--- src/rtl/systick_pkg.sv ---
package systick_pkg;
  localparam int unsigned BUS_DW = 32;
  localparam int unsigned REG_AW = 8;

  localparam logic [REG_AW-1:0] OFS_CTRL = 8'h10;
  localparam logic [REG_AW-1:0] OFS_LOAD = 8'h14;
  localparam logic [REG_AW-1:0] OFS_CUR  = 8'h18;
  localparam logic [REG_AW-1:0] OFS_CAL  = 8'h1C;

  localparam int unsigned BIT_RUN   = 0;
  localparam int unsigned BIT_IRQEN = 1;
  localparam int unsigned BIT_CORE  = 2;
  localparam int unsigned BIT_FLAG  = 16;

  typedef enum logic [2:0] {
    SEL_NONE,
    SEL_CTRL,
    SEL_LOAD,
    SEL_CUR,
    SEL_CAL
  } reg_sel_e;

  typedef struct packed {
    logic core_src;
    logic irq_en;
    logic run;
  } ctrl_t;
endpackage

--- src/rtl/systick_decode.sv ---
module systick_decode
  import systick_pkg::*;
(
  input  logic              req_i,
  input  logic              we_i,
  input  logic [REG_AW-1:0] addr_i,
  output reg_sel_e          sel_o,
  output logic              wr_o,
  output logic              rd_o
);
  always_comb begin
    unique case (addr_i)
      OFS_CTRL: sel_o = SEL_CTRL;
      OFS_LOAD: sel_o = SEL_LOAD;
      OFS_CUR:  sel_o = SEL_CUR;
      OFS_CAL:  sel_o = SEL_CAL;
      default:  sel_o = SEL_NONE;
    endcase
  end

  assign wr_o = req_i &  we_i & (sel_o != SEL_NONE);
  assign rd_o = req_i & ~we_i & (sel_o != SEL_NONE);
endmodule

--- src/rtl/systick_regs.sv ---
module systick_regs
  import systick_pkg::*;
#(
  parameter int unsigned CNT_W   = 24,
  parameter int unsigned CAL_VAL = 10000
) (
  input  logic              clk_i,
  input  logic              rst_ni,
  input  reg_sel_e          sel_i,
  input  logic              wr_i,
  input  logic              rd_i,
  input  logic [BUS_DW-1:0] wdata_i,
  input  logic              expire_i,
  input  logic [CNT_W-1:0]  cur_i,
  output ctrl_t             ctrl_o,
  output logic [CNT_W-1:0]  reload_o,
  output logic              flag_o,
  output logic              load_o,
  output logic [BUS_DW-1:0] rdata_o
);
  ctrl_t            ctrl_q, ctrl_wr;
  logic [CNT_W-1:0] reload_q;
  logic             flag_q;
  logic             wr_ctrl, wr_load, wr_cur, rd_ctrl, stop;

  assign wr_ctrl = wr_i & (sel_i == SEL_CTRL);
  assign wr_load = wr_i & (sel_i == SEL_LOAD);
  assign wr_cur  = wr_i & (sel_i == SEL_CUR);
  assign rd_ctrl = rd_i & (sel_i == SEL_CTRL);

  assign ctrl_wr.run      = wdata_i[BIT_RUN];
  assign ctrl_wr.irq_en   = wdata_i[BIT_IRQEN];
  assign ctrl_wr.core_src = wdata_i[BIT_CORE];

  // restart on: current write, 0->1 run, source change while running
  assign load_o = wr_cur
                | (wr_ctrl & ~ctrl_q.run & ctrl_wr.run)
                | (wr_ctrl & ctrl_q.run & ctrl_wr.run & (ctrl_wr.core_src != ctrl_q.core_src));

  assign stop = expire_i & (reload_q == '0);

  always_ff @(posedge clk_i or negedge rst_ni) begin
    if (!rst_ni) begin
      ctrl_q <= '0;
    end else if (wr_ctrl) begin
      ctrl_q <= ctrl_wr;
    end else if (stop) begin
      ctrl_q.run <= 1'b0;
    end
  end

  always_ff @(posedge clk_i or negedge rst_ni) begin
    if (!rst_ni)      reload_q <= '0;
    else if (wr_load) reload_q <= wdata_i[CNT_W-1:0];
  end

  // expiry wins over read-clear
  always_ff @(posedge clk_i or negedge rst_ni) begin
    if (!rst_ni)                flag_q <= 1'b0;
    else if (expire_i)          flag_q <= 1'b1;
    else if (rd_ctrl || wr_cur) flag_q <= 1'b0;
  end

  always_comb begin
    rdata_o = '0;
    if (rd_i) begin
      unique case (sel_i)
        SEL_CTRL: begin
          rdata_o[BIT_RUN]   = ctrl_q.run;
          rdata_o[BIT_IRQEN] = ctrl_q.irq_en;
          rdata_o[BIT_CORE]  = ctrl_q.core_src;
          rdata_o[BIT_FLAG]  = flag_q;
        end
        SEL_LOAD: rdata_o[CNT_W-1:0] = reload_q;
        SEL_CUR:  rdata_o[CNT_W-1:0] = ctrl_q.run ? cur_i : '0;
        SEL_CAL:  rdata_o = BUS_DW'(CAL_VAL);
        default:  rdata_o = '0;
      endcase
    end
  end

  assign ctrl_o   = ctrl_q;
  assign reload_o = reload_q;
  assign flag_o   = flag_q;
endmodule

--- src/rtl/systick_counter.sv ---
module systick_counter #(
  parameter int unsigned CNT_W = 24
) (
  input  logic             clk_i,
  input  logic             rst_ni,
  input  logic             run_i,
  input  logic             core_src_i,
  input  logic             ref_tick_i,
  input  logic             load_i,
  input  logic [CNT_W-1:0] reload_i,
  output logic [CNT_W-1:0] cur_o,
  output logic             expire_o
);
  logic [CNT_W-1:0] cur_q;
  logic             tick;

  assign tick     = core_src_i ? 1'b1 : ref_tick_i;
  assign expire_o = run_i & tick & (cur_q == '0) & ~load_i;

  always_ff @(posedge clk_i or negedge rst_ni) begin
    if (!rst_ni) begin
      cur_q <= '0;
    end else if (load_i) begin
      cur_q <= reload_i;
    end else if (run_i && tick) begin
      cur_q <= (cur_q == '0) ? reload_i : cur_q - 1'b1;
    end
  end

  assign cur_o = cur_q;
endmodule

--- src/rtl/systick_timer.sv ---
module systick_timer
  import systick_pkg::*;
#(
  parameter int unsigned CNT_W   = 24,
  parameter int unsigned CAL_VAL = 10000
) (
  input  logic              clk_i,
  input  logic              rst_ni,
  input  logic              req_i,
  input  logic              we_i,
  input  logic [REG_AW-1:0] addr_i,
  input  logic [BUS_DW-1:0] wdata_i,
  output logic [BUS_DW-1:0] rdata_o,
  input  logic              ref_tick_i,
  output logic              irq_o
);
  reg_sel_e         sel;
  logic             wr, rd, load, expire, flag, irq_q;
  ctrl_t            ctrl;
  logic [CNT_W-1:0] reload_val, cur_val;
  logic             ctrl_run;

  systick_decode u_decode (
    .req_i  (req_i),
    .we_i   (we_i),
    .addr_i (addr_i),
    .sel_o  (sel),
    .wr_o   (wr),
    .rd_o   (rd)
  );

  systick_regs #(.CNT_W(CNT_W), .CAL_VAL(CAL_VAL)) u_regs (
    .clk_i    (clk_i),
    .rst_ni   (rst_ni),
    .sel_i    (sel),
    .wr_i     (wr),
    .rd_i     (rd),
    .wdata_i  (wdata_i),
    .expire_i (expire),
    .cur_i    (cur_val),
    .ctrl_o   (ctrl),
    .reload_o (reload_val),
    .flag_o   (flag),
    .load_o   (load),
    .rdata_o  (rdata_o)
  );

  systick_counter #(.CNT_W(CNT_W)) u_counter (
    .clk_i      (clk_i),
    .rst_ni     (rst_ni),
    .run_i      (ctrl.run),
    .core_src_i (ctrl.core_src),
    .ref_tick_i (ref_tick_i),
    .load_i     (load),
    .reload_i   (reload_val),
    .cur_o      (cur_val),
    .expire_o   (expire)
  );

  always_ff @(posedge clk_i or negedge rst_ni) begin
    if (!rst_ni) irq_q <= 1'b0;
    else         irq_q <= expire & ctrl.irq_en;
  end

  assign ctrl_run = ctrl.run;
  assign irq_o    = irq_q;
endmodule

--- config.mk ---
export PLATFORM = sky130hd
export DESIGN_NAME = systick_timer
export DESIGN_NICKNAME = d
export VERILOG_FILES = /design/src/rtl/systick_pkg.sv /design/src/rtl/systick_decode.sv /design/src/rtl/systick_regs.sv /design/src/rtl/systick_counter.sv /design/src/rtl/systick_timer.sv
export SDC_FILE = /design/constraint.sdc
export NUM_CORES = 1
export LEC_CHECK = 0
export BUFFER_PORTS_ARGS = -buffer_cell sky130_fd_sc_hd__buf_4
export CAP_MARGIN = 20
export CORE_MARGIN = 10
export CORE_UTILIZATION = 45
export CTS_CLUSTER_DIAMETER = 200
export CTS_CLUSTER_SIZE = 30
export DETAILED_ROUTE_END_ITERATION = 10
export HOLD_SLACK_MARGIN = 0.15
export PLACE_DENSITY = 0.69
export SYNTH_ARGS = -nofsm -noshare
export SYNTH_HDL_FRONTEND = slang
export SYNTH_SLANG_ARGS = --single-unit
export TNS_END_PERCENT = 5
--- constraint.sdc ---
create_clock -name clk_i -period 2.8 [get_ports clk_i]
set_input_delay 0.14 -clock clk_i [delete_from_list [all_inputs] [get_ports clk_i]]
set_output_delay 0.14 -clock clk_i [all_outputs]
set_load 0.02 [all_outputs]
Word-level counts from Yosys, hierarchy flattened
Cells that the tools add are included.
- flip-flop bits (word level): 53
- latch bits: 0
- bits in writable memories: 0
- bits in read-only memories: 0
- input bits: 45
- output and inout bits: 33
- word-level logic and storage cells: 63
- memories: 0
- add/sub/neg operators: 1
- multiply operators: 0
- divide/modulo/power cells: 0
- magnitude comparators: 0
- eq/ne operators: 9
- shift-type cells: 0
- multiplexer cells: 15
- bitwise operators: 23
- reductions and logical operators: 8
- operator list (kind ; count):
    2-to-1 mux 24 bit ; 5
    zero test 24 bit ; 2
    case mux 13 bit (3 select lines) ; 1
    equality test 8 x 5 -> 1 bit (second input constant) ; 4
    subtractor 24 x 1 -> 24 bit (second input constant) ; 1
    bitwise AND 1 bit ; 18
    case mux 7 bit (2 select lines) ; 1
    case mux 3 bit (4 select lines) ; 1
    case mux 3 bit (3 select lines) ; 1
    equality test 3 x 2 -> 1 bit (second input constant) ; 2
    nonzero test 2 bit ; 3
    2-to-1 mux 1 bit ; 5
    equality test 3 x 1 -> 1 bit (second input constant) ; 1
    equality test 3 bit (second input constant) ; 1
    NOT 1 bit ; 3
    case mux 1 bit (3 select lines) ; 1
    nonzero test 3 bit ; 1
    bitwise OR 1 bit ; 2
    logical AND 1 bit ; 1
    logical OR 1 bit ; 1
    != test 1 bit ; 1

Logic depth before layout (Yosys ltp)
Gate-level depths: netlist of the first run.
- depth after elaboration: 14
- mapped depth: 9
- depth with buffers taken out: 8

Modules after synthesis
From an unflattened synthesis of the first run, not the netlist that was laid out.
- cell total of the unflattened synthesis: 371
- area, all modules: 3432.0 µm²
- modules (own cells, without submodules) (module ; times used ; cells an instance ; area each (µm²) ; sequential area each (µm²)):
    systick_counter ; 1 ; 197 ; 1687.9 ; 600.6
    systick_regs ; 1 ; 162 ; 1645.3 ; 700.7
    systick_decode ; 1 ; 10 ; 67.6 ; 0.0
    systick_timer ; 1 ; 2 ; 31.3 ; 25.0

Worst setup path after synthesis of the first run
No wires, ideal clock.
- path type: in2out
- start point: input addr_i[1]
- end point: output rdata_o[10]
- arrival time: 1.978 ns
- data required time: 2.660 ns
- setup slack: 0.682 ns
- stages: 6
- path buffers: 1
- cell sequence: or4b_4 > nor3_1 > nand3b_1 > o21bai_1 > clkbuf_1 > a21oi_1
- longest elaborated chain between the ends: 5
- elaborated cells between the ends (all ways): 12
- classes of those cells: 7 x eq/ne; 3 x mux; 1 x bitwise; 1 x reduce/logical
- RTL lines (element ; line ; source):
    start: declaration ; systick_timer.sv:11 ; input logic [REG_AW-1:0] addr_i,
    equality test 8 x 5 -> 1 bit ; systick_decode.sv:12 ; unique case (addr_i)
    case mux 3 bit (4 select lines) (*) ; systick_decode.sv:12 ;
    equality test 3 bit, or another cell as far along ; systick_regs.sv:67 ; unique case (sel_i)
    case mux 13 bit (3 select lines) / bitwise AND 1 bit (equally long branches) ; systick_regs.sv:67, systick_decode.sv:22 ;
    2-to-1 mux 24 bit (*) ; systick_regs.sv:66 ; if (rd_i) begin
    end: declaration ; systick_timer.sv:13 ; output logic [BUS_DW-1:0] rdata_o,
Mark *: on every way between the ends. The rest lies on a longest branch, timed or not.

Final worst setup path of the first run
- start point: register u_counter.cur_q[12], in the netlist u_counter.cur_o[12]
- end point: register u_counter.cur_q[13], in the netlist u_counter.cur_o[13]
- longest elaborated chain between the ends: 4
- elaborated cells between the ends (all ways): 5
- classes of those cells: 1 x add/sub; 3 x mux; 1 x reduce/logical
- RTL lines (element ; line ; source):
    start: declaration ; systick_counter.sv:14 ; logic [CNT_W-1:0] cur_q;
    start signal: assignment ; systick_counter.sv:24 ; cur_q <= reload_i;
    start signal: assignment ; systick_counter.sv:26 ; cur_q <= (cur_q == '0) ? reload_i : cur_q - 1'b1;
    subtractor 24 x 1 -> 24 bit / zero test 24 bit (equally long branches) ; systick_counter.sv:26 ;
    2-to-1 mux 24 bit (*) ; systick_counter.sv:26 ;
    2-to-1 mux 24 bit (*) ; systick_counter.sv:25 ; end else if (run_i && tick) begin
    2-to-1 mux 24 bit (*) ; systick_counter.sv:23 ; end else if (load_i) begin
Mark *: on every way between the ends. The rest lies on a longest branch, timed or not. The select of a mux whose other input is x is not followed.
A chain may end at the register's enable or synchronous reset.

==> flow_summary.ini, run 1 <==
[floorplanning]
coreArea_um2 = 7180
die-height_um = 106
rows = 31
start_util_pct = 45.9
die_w_um = 106
die_area_um2 = 11100
io_pins = 78

[sta]
fin_crit_ns = 2.44
rsz0062_at_grt = no
hold_viol = 0
fin_crit_sh_pct = 87.1
setup_violations = 0
fin_skew_ns = 0.0162
tns_ns = 0
max_freq_ghz = 0.410
relSlewSlack_pct = 25.7
hold_ws_ns = 0.205
tightest_slew_ns = 1.11
slew_viol_final = 0

[worst_setup_path]
crit_type = flop to flop
cpLargestDelayFamily = simple AND/OR/NAND/NOR gates
worstPathMaxFanout = 21
worstPathCellList = nor3_1, nand3_1, nor4_2, a21oi_2, o32ai_1, a31oi_1
start_kind = flop
r2r_slack_ns = 0.36
end_kind = flop
path_buf_inv = 0
cp_data_arrival_time_ns = 2.60
slowest_delay_ns = 0.47
crit_slowest_cell = nor4_2
crit_required_ns = 2.97

[grt]
grt-ovfl-total = 0
grt_pass1_vias = 3155
grt_max_degree = 54
track_usage_pct = 18.0
antenna_found_initial = 0
grt_pass1_wl_um = 16700

[layout]
n_antenna_cell = 0
synthToLayoutAreaGrowth_pct = 27.9
drive_above_1_share_pct = 22.7
nets = 490

[synthesis]
synth-async-reset-ratio_pct = 100
yosysTopAreaCell = dfrtp_1
synth_top_family_by_area = simple AND/OR/NAND/NOR gates
synth-simple-area-share_pct = 22.4
synthAdderAreaFrac_pct = 0.760
synthTopCellsByCount = 53 x dfrtp_1, 47 x nor2_1, 24 x mux2_1
ys_ff_latch = 53
synth.avg_cell_area_um2 = 9.19
syn-instance-count = 358
synth.top_cell.area_share_pct = 40.3
ys.flop_type = dfrtp_1
synthMuxAreaShare_pct = 10.7
ys_seq_area_share_pct = 40.3
synth_compound_area_share_pct = 19.3
synth-xor-area-share_pct = 1.06
synthMostInstantiatedCell = dfrtp_1
syn_area_um2 = 3290
synth_warnings = 0
synthTopCellsByArea = dfrtp_1 40%, mux2_1 8.2%, nor2_1 5.4%
synth_edf_count = 0
synth_cell_types = 55

[placement]
port_buffers = 61
hpwl_um = 7390
gp_congestion = 0.950

[power_and_ir_drop]
switching_share_pct = 36.4
p_sw_uw = 721
p_per_area_nw_per_um2 = 470
seqPwrFrac_pct = 47.0
ir_worst_vdd_mv = 0.242
p_leak_uw = 0.00193
p_int_uw = 1260
power_frac_comb_pct = 29.8
clkPwrFrac_pct = 23.3

[drt]
drtAntennaViolNets = 0
drtIter0Drc = 254
via_per_inst = 6.00
routed_wl_um = 10100
wl_per_cell_um = 18.7
route.detailed.drc = 0
via_count = 3260
firstDrtPassIters = 5

[clock_network]
cts_made_buffers = 5
cts_root_buf = clkbuf_8
cts_buffer_depth = 2
tritoncts = built
insertion_delay_ns = 0.32
cts.sinks = 53
htree_num_levels = 2
path_clk_slew_ns = 0.10

[min_path]
hp-class = primary input to flop

[status]
status = completed

[job]
drv_cap = 0
==> worst paths after layout <==
path                                            startpoint                              end  depth (start not counted)
max                        u_counter.cur_o[12]$_DFFE_PN0P_  u_counter.cur_o[13]$_DFFE_PN0P_                          6
min                                                  req_i        u_regs.flag_o$_DFFE_PN0P_                          3
max reg2reg                u_counter.cur_o[12]$_DFFE_PN0P_  u_counter.cur_o[13]$_DFFE_PN0P_                          6
min reg2reg                      u_regs.flag_o$_DFFE_PN0P_        u_regs.flag_o$_DFFE_PN0P_                          1
max in group asynchronous                           rst_ni  u_counter.cur_o[11]$_DFFE_PN0P_                          2
min in group asynchronous                           rst_ni   u_regs.reload_o[0]$_DFFE_PN0P_                          2
==> per-stage QoR <==
step | utilization, % | power (uW) | worst slack [ns] | cells | area (um^2)
floorplan | - | 1290 | 0.682 | 365 | 3320
global placement | 53.7 | 1470 | 0.367 | 509 | 3850
detailed placement | 53.7 | 1480 | 0.325 | 509 | 3850
CTS | 58.4 | 1980 | 0.281 | 542 | 4190
global route | 58.6 | 2100 | 0.125 | 543 | 4210
finish | 58.6 | 1980 | 0.361 | 543 | 4210
==> what timing repair did <==
action | 4_1_cts | 5_1_grt
hold buffers | 25 | 0
gates resized for setup | 0 | 1
endpoints found under the setup margin | 0 | 4
setup buffers | 0 | 0
endpoints found under the hold margin | 80 | 0
==> metal layers <==
metal  GRT usage (%)  share of wire (%)  vias up
li1                -                  -     1500
met1            23.3                 43     1586
met2            29.5                 47      153
met3            3.84                7.7       21
met4            5.03                1.9        0
met5               0                  0        -
==> area by class of cell <==
cell class              instances  area, um^2
repair buffers                101         821
inverters                       5        18.8
fillers                       646        2970
clock buffers                   5        68.8
clock inverters                 3        25.0
flip-flops and latches         53        1330
well taps                      99         124
multi-input cells             277        1820
==> cells by family after synthesis <==
family / Yosys count
fa+ha+maj: 2
buf+inv: 35
simple gates: 138
other cells: 1
flops: 53
compound gates: 94
xor+xnor: 4
mux: 31
==> cell usage in the layout (no fill, tap or decap), types with 3 or more instances in the layout <==
cell type,Yosys,routed
a211oi_1,5,5
a21oi_1,17,16
a22oi_1,23,23
a31oi_1,6,6
and3_1,8,8
buf_4,10,76
clkbuf_8,0,5
conb_1,1,8
dfrtp_1,53,53
dlygate4sd3_1,0,25
inv_1,5,5
mux2_1,24,24
mux2_2,5,5
nand2_1,17,17
nand3_1,12,12
nand4_1,5,5
nor2_1,47,47
nor3_1,19,19
nor4_1,12,11
o21a_1,4,4
o21ai_0,10,10
o21ai_1,5,5
o22ai_1,3,3
o32ai_1,5,5
or4_1,3,3
==> registers in the layout, summed over array words and instances, names as in the netlist <==
register / flops
u_counter.cur_o: 24
u_regs.reload_o: 24
u_regs.ctrl_o: 3
irq_o: 1
u_regs.flag_o: 1
==> worst register-to-register path, cell delays in order (launching register included) <==
cell and delay, ns:
dfrtp_1 0.45, nor3_1 0.41, nand3_1 0.32, nor4_2 0.47, a21oi_2 0.35, o32ai_1 0.22, a31oi_1 0.07
==> power by group through the flow <==
stage	Sequential [uW]	Clock [uW]	Combinational (uW)
after global placement	937	0	535
final	929	461	589
after CTS	925	476	575
after detailed placement	941	0	543
after floorplan	902	0	389
after global routing	942	507	649
Note: power is estimated with default switching activity, not from simulation.
==> run 2: changes to the inputs <==
--- a/config.mk
+++ b/config.mk
@@ -6,7 +6,7 @@
 export NUM_CORES = 1
 export LEC_CHECK = 0
 export BUFFER_PORTS_ARGS = -buffer_cell sky130_fd_sc_hd__buf_4
-export CAP_MARGIN = 20
+export CAP_MARGIN = 40
 export CORE_MARGIN = 10
 export CORE_UTILIZATION = 45
 export CTS_CLUSTER_DIAMETER = 200
@@ -14,6 +14,7 @@
 export DETAILED_ROUTE_END_ITERATION = 10
 export HOLD_SLACK_MARGIN = 0.15
 export PLACE_DENSITY = 0.69
+export REMOVE_ABC_BUFFERS = 1
 export SYNTH_ARGS = -nofsm -noshare
 export SYNTH_HDL_FRONTEND = slang
 export SYNTH_SLANG_ARGS = --single-unit
==> constraint.sdc (replaced) <==
create_clock -name clk_i -period 3 [get_ports clk_i]
set_input_delay 0.15 -clock clk_i [delete_from_list [all_inputs] [get_ports clk_i]]
set_output_delay 0.15 -clock clk_i [all_outputs]
set_load 0.02 [all_outputs]
==> flow_summary.ini, run 2 (synthesis gave the netlist of run 1 again) <==
[status]
status = completed

[worst_setup_path]
crit_type = flop to flop
path_buf_inv = 1
crit_required_ns = 3.17
cp_data_arrival_time_ns = 2.73
slowest_delay_ns = 0.56
end_kind = flop
start_kind = flop
crit_slowest_cell = nor4_1
cpLargestDelayFamily = simple AND/OR/NAND/NOR gates
worstPathCellList = nor4_1, nand3_1, nor4_1, a21oi_2, buf_6, o32ai_1, a31oi_1
crit_top_cell = nor4_1
worstPathMaxFanout = 11

[drt]
drtIter0Drc = 184
routed_wl_um = 10400
firstDrtPassIters = 5
via_per_inst = 5.90
wl_per_cell_um = 19.1
drtAntennaViolNets = 0
route.detailed.drc = 0
via_count = 3204

[sta]
fin_crit_sh_pct = 85.2
tightest_slew_ns = 0.702
fin_skew_ns = 0.00983
max_freq_ghz = 0.391
hold_viol = 0
slew_viol_final = 0
relSlewSlack_pct = 53.0
setup_violations = 0
tns_ns = 0
rsz0062_at_grt = no
fin_crit_ns = 2.56

[layout]
nets = 490
final_cell_mix = 75 x buf_4, 53 x dfrtp_1, 47 x nor2_1, 25 x dlygate4sd3_1, 24 x mux2_1
regArea_um2 = 1330
fin_cells = 543
drive_above_1_share_pct = 22.5
final_common_cell = buf_4
n_antenna_cell = 0
multi_input_area_um2 = 1820
utilization_pct = 59.0
synthToLayoutAreaGrowth_pct = 28.6
fin_area_um2 = 4230
fillers = 653

[clock_network]
path_clk_slew_ns = 0.10
cts_root_buf = clkbuf_8
insertion_delay_ns = 0.31
hold_buffers = 25
post_cts.repair.setup_buffers = 0
cts_made_buffers = 5
tritoncts = built
cts.sinks = 53
cts_buffer_depth = 2
cts_resized = 0
htree_num_levels = 2

[power_and_ir_drop]
power_frac_comb_pct = 28.5
seqPwrFrac_pct = 44.9
clkPwrFrac_pct = 26.6
ir_worst_vdd_mv = 0.217
p_per_area_nw_per_um2 = 458
p_sw_uw = 661
p_leak_uw = 0.00194
switching_share_pct = 34.1
p_int_uw = 1280

[placement]
port_buffers = 61
dp.cells = 510
hpwl_um = 7540
dpl-instance-area_um2 = 3860
gp_congestion = 0.939

[grt]
grt_use_met2_pct = 30.9
met3_usage_pct = 4.14
grt.met1_usage_pct = 23.8
antenna_found_initial = 0
track_usage_pct = 18.4
grt_pass1_vias = 3281
grt_max_degree = 54
grt-ovfl-total = 0
grt_pass1_wl_um = 17100
top_usage_layer = met2

[job]
drv_cap = 0

[floorplanning]
rows = 31
start_util_pct = 45.9
io_pins = 78
die-height_um = 106
die_area_um2 = 11100
coreArea_um2 = 7180
die_w_um = 106

[min_path]
hp-class = primary input to flop
## run 2: path summary, 6_finish.rpt
| check | cells after the start | start | end | slack, ns |
|---|---|---|---|---|
| worst min-delay path | 3 | req_i | u_regs.flag_o$_DFFE_PN0P_ | 0.20 |
| worst min register to register | 1 | u_regs.flag_o$_DFFE_PN0P_ | u_regs.flag_o$_DFFE_PN0P_ | 0.52 |
| max in group asynchronous | 2 | rst_ni | u_counter.cur_o[1]$_DFFE_PN0P_ | 2.14 |
| worst max-delay path | 7 | u_counter.cur_o[16]$_DFFE_PN0P_ | u_counter.cur_o[5]$_DFFE_PN0P_ | 0.44 |
| min in group asynchronous | 2 | rst_ni | u_regs.reload_o[15]$_DFFE_PN0P_ | 0.41 |
| worst max register to register | 7 | u_counter.cur_o[16]$_DFFE_PN0P_ | u_counter.cur_o[5]$_DFFE_PN0P_ | 0.44 |
## run 2: worst register-to-register path, stage by stage (launching register included)
cell     delay (ns)
dfrtp_1        0.45
nor4_1         0.39
nand3_1        0.28
nor4_1         0.56
a21oi_2        0.29
buf_6          0.22
o32ai_1        0.14
a31oi_1        0.08
## run 2: power groups by stage
stage | clock network (uW) | logic (uW) | registers (uW)
6_report | 515 | 553 | 870
3_3_place_gp | 0 | 509 | 879
3_5_place_dp | 0 | 517 | 880
5_1_grt | 548 | 614 | 881
2_1_floorplan | 0 | 337 | 851
4_1_cts | 522 | 547 | 866
## run 2: final cells by class
| class | count | share of cell area [%] |
|---|---|---|
| inverter | 5 | 0.444 |
| clock buffer | 6 | 1.95 |
| tap | 99 | 2.93 |
| sequential | 53 | 31.3 |
| clock inverter | 2 | 0.887 |
| multi-input combinational | 277 | 43.0 |
| timing repair buffer | 101 | 19.5 |
## run 2: stage by stage
stage / total power (uW) / hold slack [ns] / setup WS (ns)
after floorplan: 1190 / -0.146 / 0.289
final: 1940 / 0.204 / 0.444
after global placement: 1390 / 0.244 / 0.556
after CTS: 1930 / 0.207 / 0.519
after global routing: 2040 / 0.204 / 0.256
after detailed placement: 1400 / 0.238 / 0.531
## run 2: per-layer routing
layer / routed length, um / vias to the layer above
li1: - / 1497
met1: 4630 / 1579
met2: 4960 / 109
met3: 615 / 19
met4: 150 / 0
met5: 0 / -
==> run 3: changes to the inputs <==
--- a/config.mk
+++ b/config.mk
@@ -8,12 +8,12 @@
 export BUFFER_PORTS_ARGS = -buffer_cell sky130_fd_sc_hd__buf_4
 export CAP_MARGIN = 40
 export CORE_MARGIN = 10
-export CORE_UTILIZATION = 45
+export CORE_UTILIZATION = 53
 export CTS_CLUSTER_DIAMETER = 200
 export CTS_CLUSTER_SIZE = 30
 export DETAILED_ROUTE_END_ITERATION = 10
 export HOLD_SLACK_MARGIN = 0.15
-export PLACE_DENSITY = 0.69
+export PLACE_DENSITY = 0.79
 export REMOVE_ABC_BUFFERS = 1
 export SYNTH_ARGS = -nofsm -noshare
 export SYNTH_HDL_FRONTEND = slang
==> flow_summary.ini, run 3 (synthesis gave the netlist of run 1 again) <==
[status]
status = completed

[layout]
final_cell_mix = 76 x buf_4, 53 x dfrtp_1, 47 x nor2_1, 25 x dlygate4sd3_1, 24 x mux2_1
drive_above_1_share_pct = 22.7
fillers = 499
synthToLayoutAreaGrowth_pct = 27.8
final_common_cell = buf_4
n_antenna_cell = 0
nets = 491

[clock_network]
tritoncts = built
cts.sinks = 53
cts_root_buf = clkbuf_8
insertion_delay_ns = 0.31
cts_made_buffers = 5
cts_buffer_depth = 2
htree_num_levels = 2
path_clk_slew_ns = 0.10

[floorplanning]
io_pins = 78
die-height_um = 98.8
die_w_um = 98.8
coreArea_um2 = 5990
rows = 28
die_area_um2 = 9760
start_util_pct = 54.9

[grt]
grt-ovfl-total = 0
grt_max_degree = 54
grt_pass1_wl_um = 16600
grt_pass1_vias = 3271
antenna_found_initial = 0
track_usage_pct = 20.1

[worst_setup_path]
crit_required_ns = 3.17
worstPathMaxFanout = 16
start_kind = flop
crit_type = flop to flop
cp_data_arrival_time_ns = 2.68
end_kind = flop
crit_slowest_cell = nor4_1
r2r_slack_ns = 0.49
slowest_delay_ns = 0.54
worstPathCellList = nor3_1, nand3_1, nor4_1, a21oi_2, buf_8, o32ai_1, a31oi_1

[placement]
gp_congestion = 0.937
hpwl_um = 7320
port_buffers = 61

[sta]
tns_ns = 0
fin_skew_ns = 0.00874
rsz0062_at_grt = no
slew_viol_final = 0
max_freq_ghz = 0.399
tightest_slew_ns = 0.729
fin_crit_sh_pct = 83.6
fin_crit_ns = 2.51
relSlewSlack_pct = 51.0
hold_viol = 0
hold_ws_ns = 0.189
setup_violations = 0

[power_and_ir_drop]
finalPower_uw = 1920
ir_worst_vdd_mv = 0.359
p_per_area_nw_per_um2 = 456
p_leak_uw = 0.00195

[drt]
route.detailed.drc = 0
drtAntennaViolNets = 0
firstDrtPassIters = 5
drtIter0Drc = 319
routed_wl_um = 10100
via_count = 3300
wl_per_cell_um = 19.4
via_per_inst = 6.35

[min_path]
hp-class = primary input to flop

[job]
drv_cap = 0
-- run 3: path summary, 6_finish.rpt --
check                                           startpoint                               to  cells after the start
max in group asynchronous                           rst_ni        u_regs.flag_o$_DFFE_PN0P_                      2
min                                                  req_i        u_regs.flag_o$_DFFE_PN0P_                      3
max                        u_counter.cur_o[12]$_DFFE_PN0P_   u_counter.cur_o[5]$_DFFE_PN0P_                      7
min in group asynchronous                           rst_ni  u_regs.reload_o[10]$_DFFE_PN0P_                      2
min reg2reg                   u_regs.ctrl_o[1]$_DFFE_PN0N_                  irq_o$_DFF_PN0_                      1
max reg2reg                u_counter.cur_o[12]$_DFFE_PN0P_   u_counter.cur_o[5]$_DFFE_PN0P_                      7
-- run 3: per-stage QoR --
step | std cells | worst slack, ns | area [um^2] | util [%]
floorplan | 335 | 0.289 | 3160 | -
global placement | 485 | 0.589 | 3820 | 63.8
detailed placement | 487 | 0.604 | 3840 | 64.1
CTS | 520 | 0.578 | 4210 | 70.2
global route | 520 | 0.327 | 4210 | 70.2
finish | 520 | 0.492 | 4210 | 70.2
-- run 3: where the power goes --
group          internal, uW  switching (uW)
combinational           228             320
clock                   251             252
sequential              775            94.9
-- run 3: routing by layer --
metal	global-route usage, %	up-vias	wire length (um)
met4	4.96	0	199
li1	-	1513	-
met2	34.3	181	4890
met5	0	-	0
met1	25.2	1585	4100
met3	4.47	21	896
-- run 3: what timing repair did --
| action | 4_1_cts | 5_1_grt |
|---|---|---|
| hold buffers | 25 | 0 |
| buffers inserted | 0 | 0 |
| endpoints found under the hold margin | 79 | 0 |
| resized for setup | 0 | 0 |
-- run 3: critical path: cells and delay by family, from the launching register on --
family	cells	cell delay [ns]
compound gates	3	0.42
simple gates	3	1.28
flops	1	0.46
buf+inv	1	0.20
-- run 3: cell type report --
class	count	area, um^2	area share (%)
tap	75	93.8	2.23
clock inverter	3	43.8	1.04
sequential	53	1330	31.5
clock buffer	5	68.8	1.64
inverter	5	18.8	0.446
timing repair buffer	102	836	19.9
multi-input combinational	277	1820	43.2
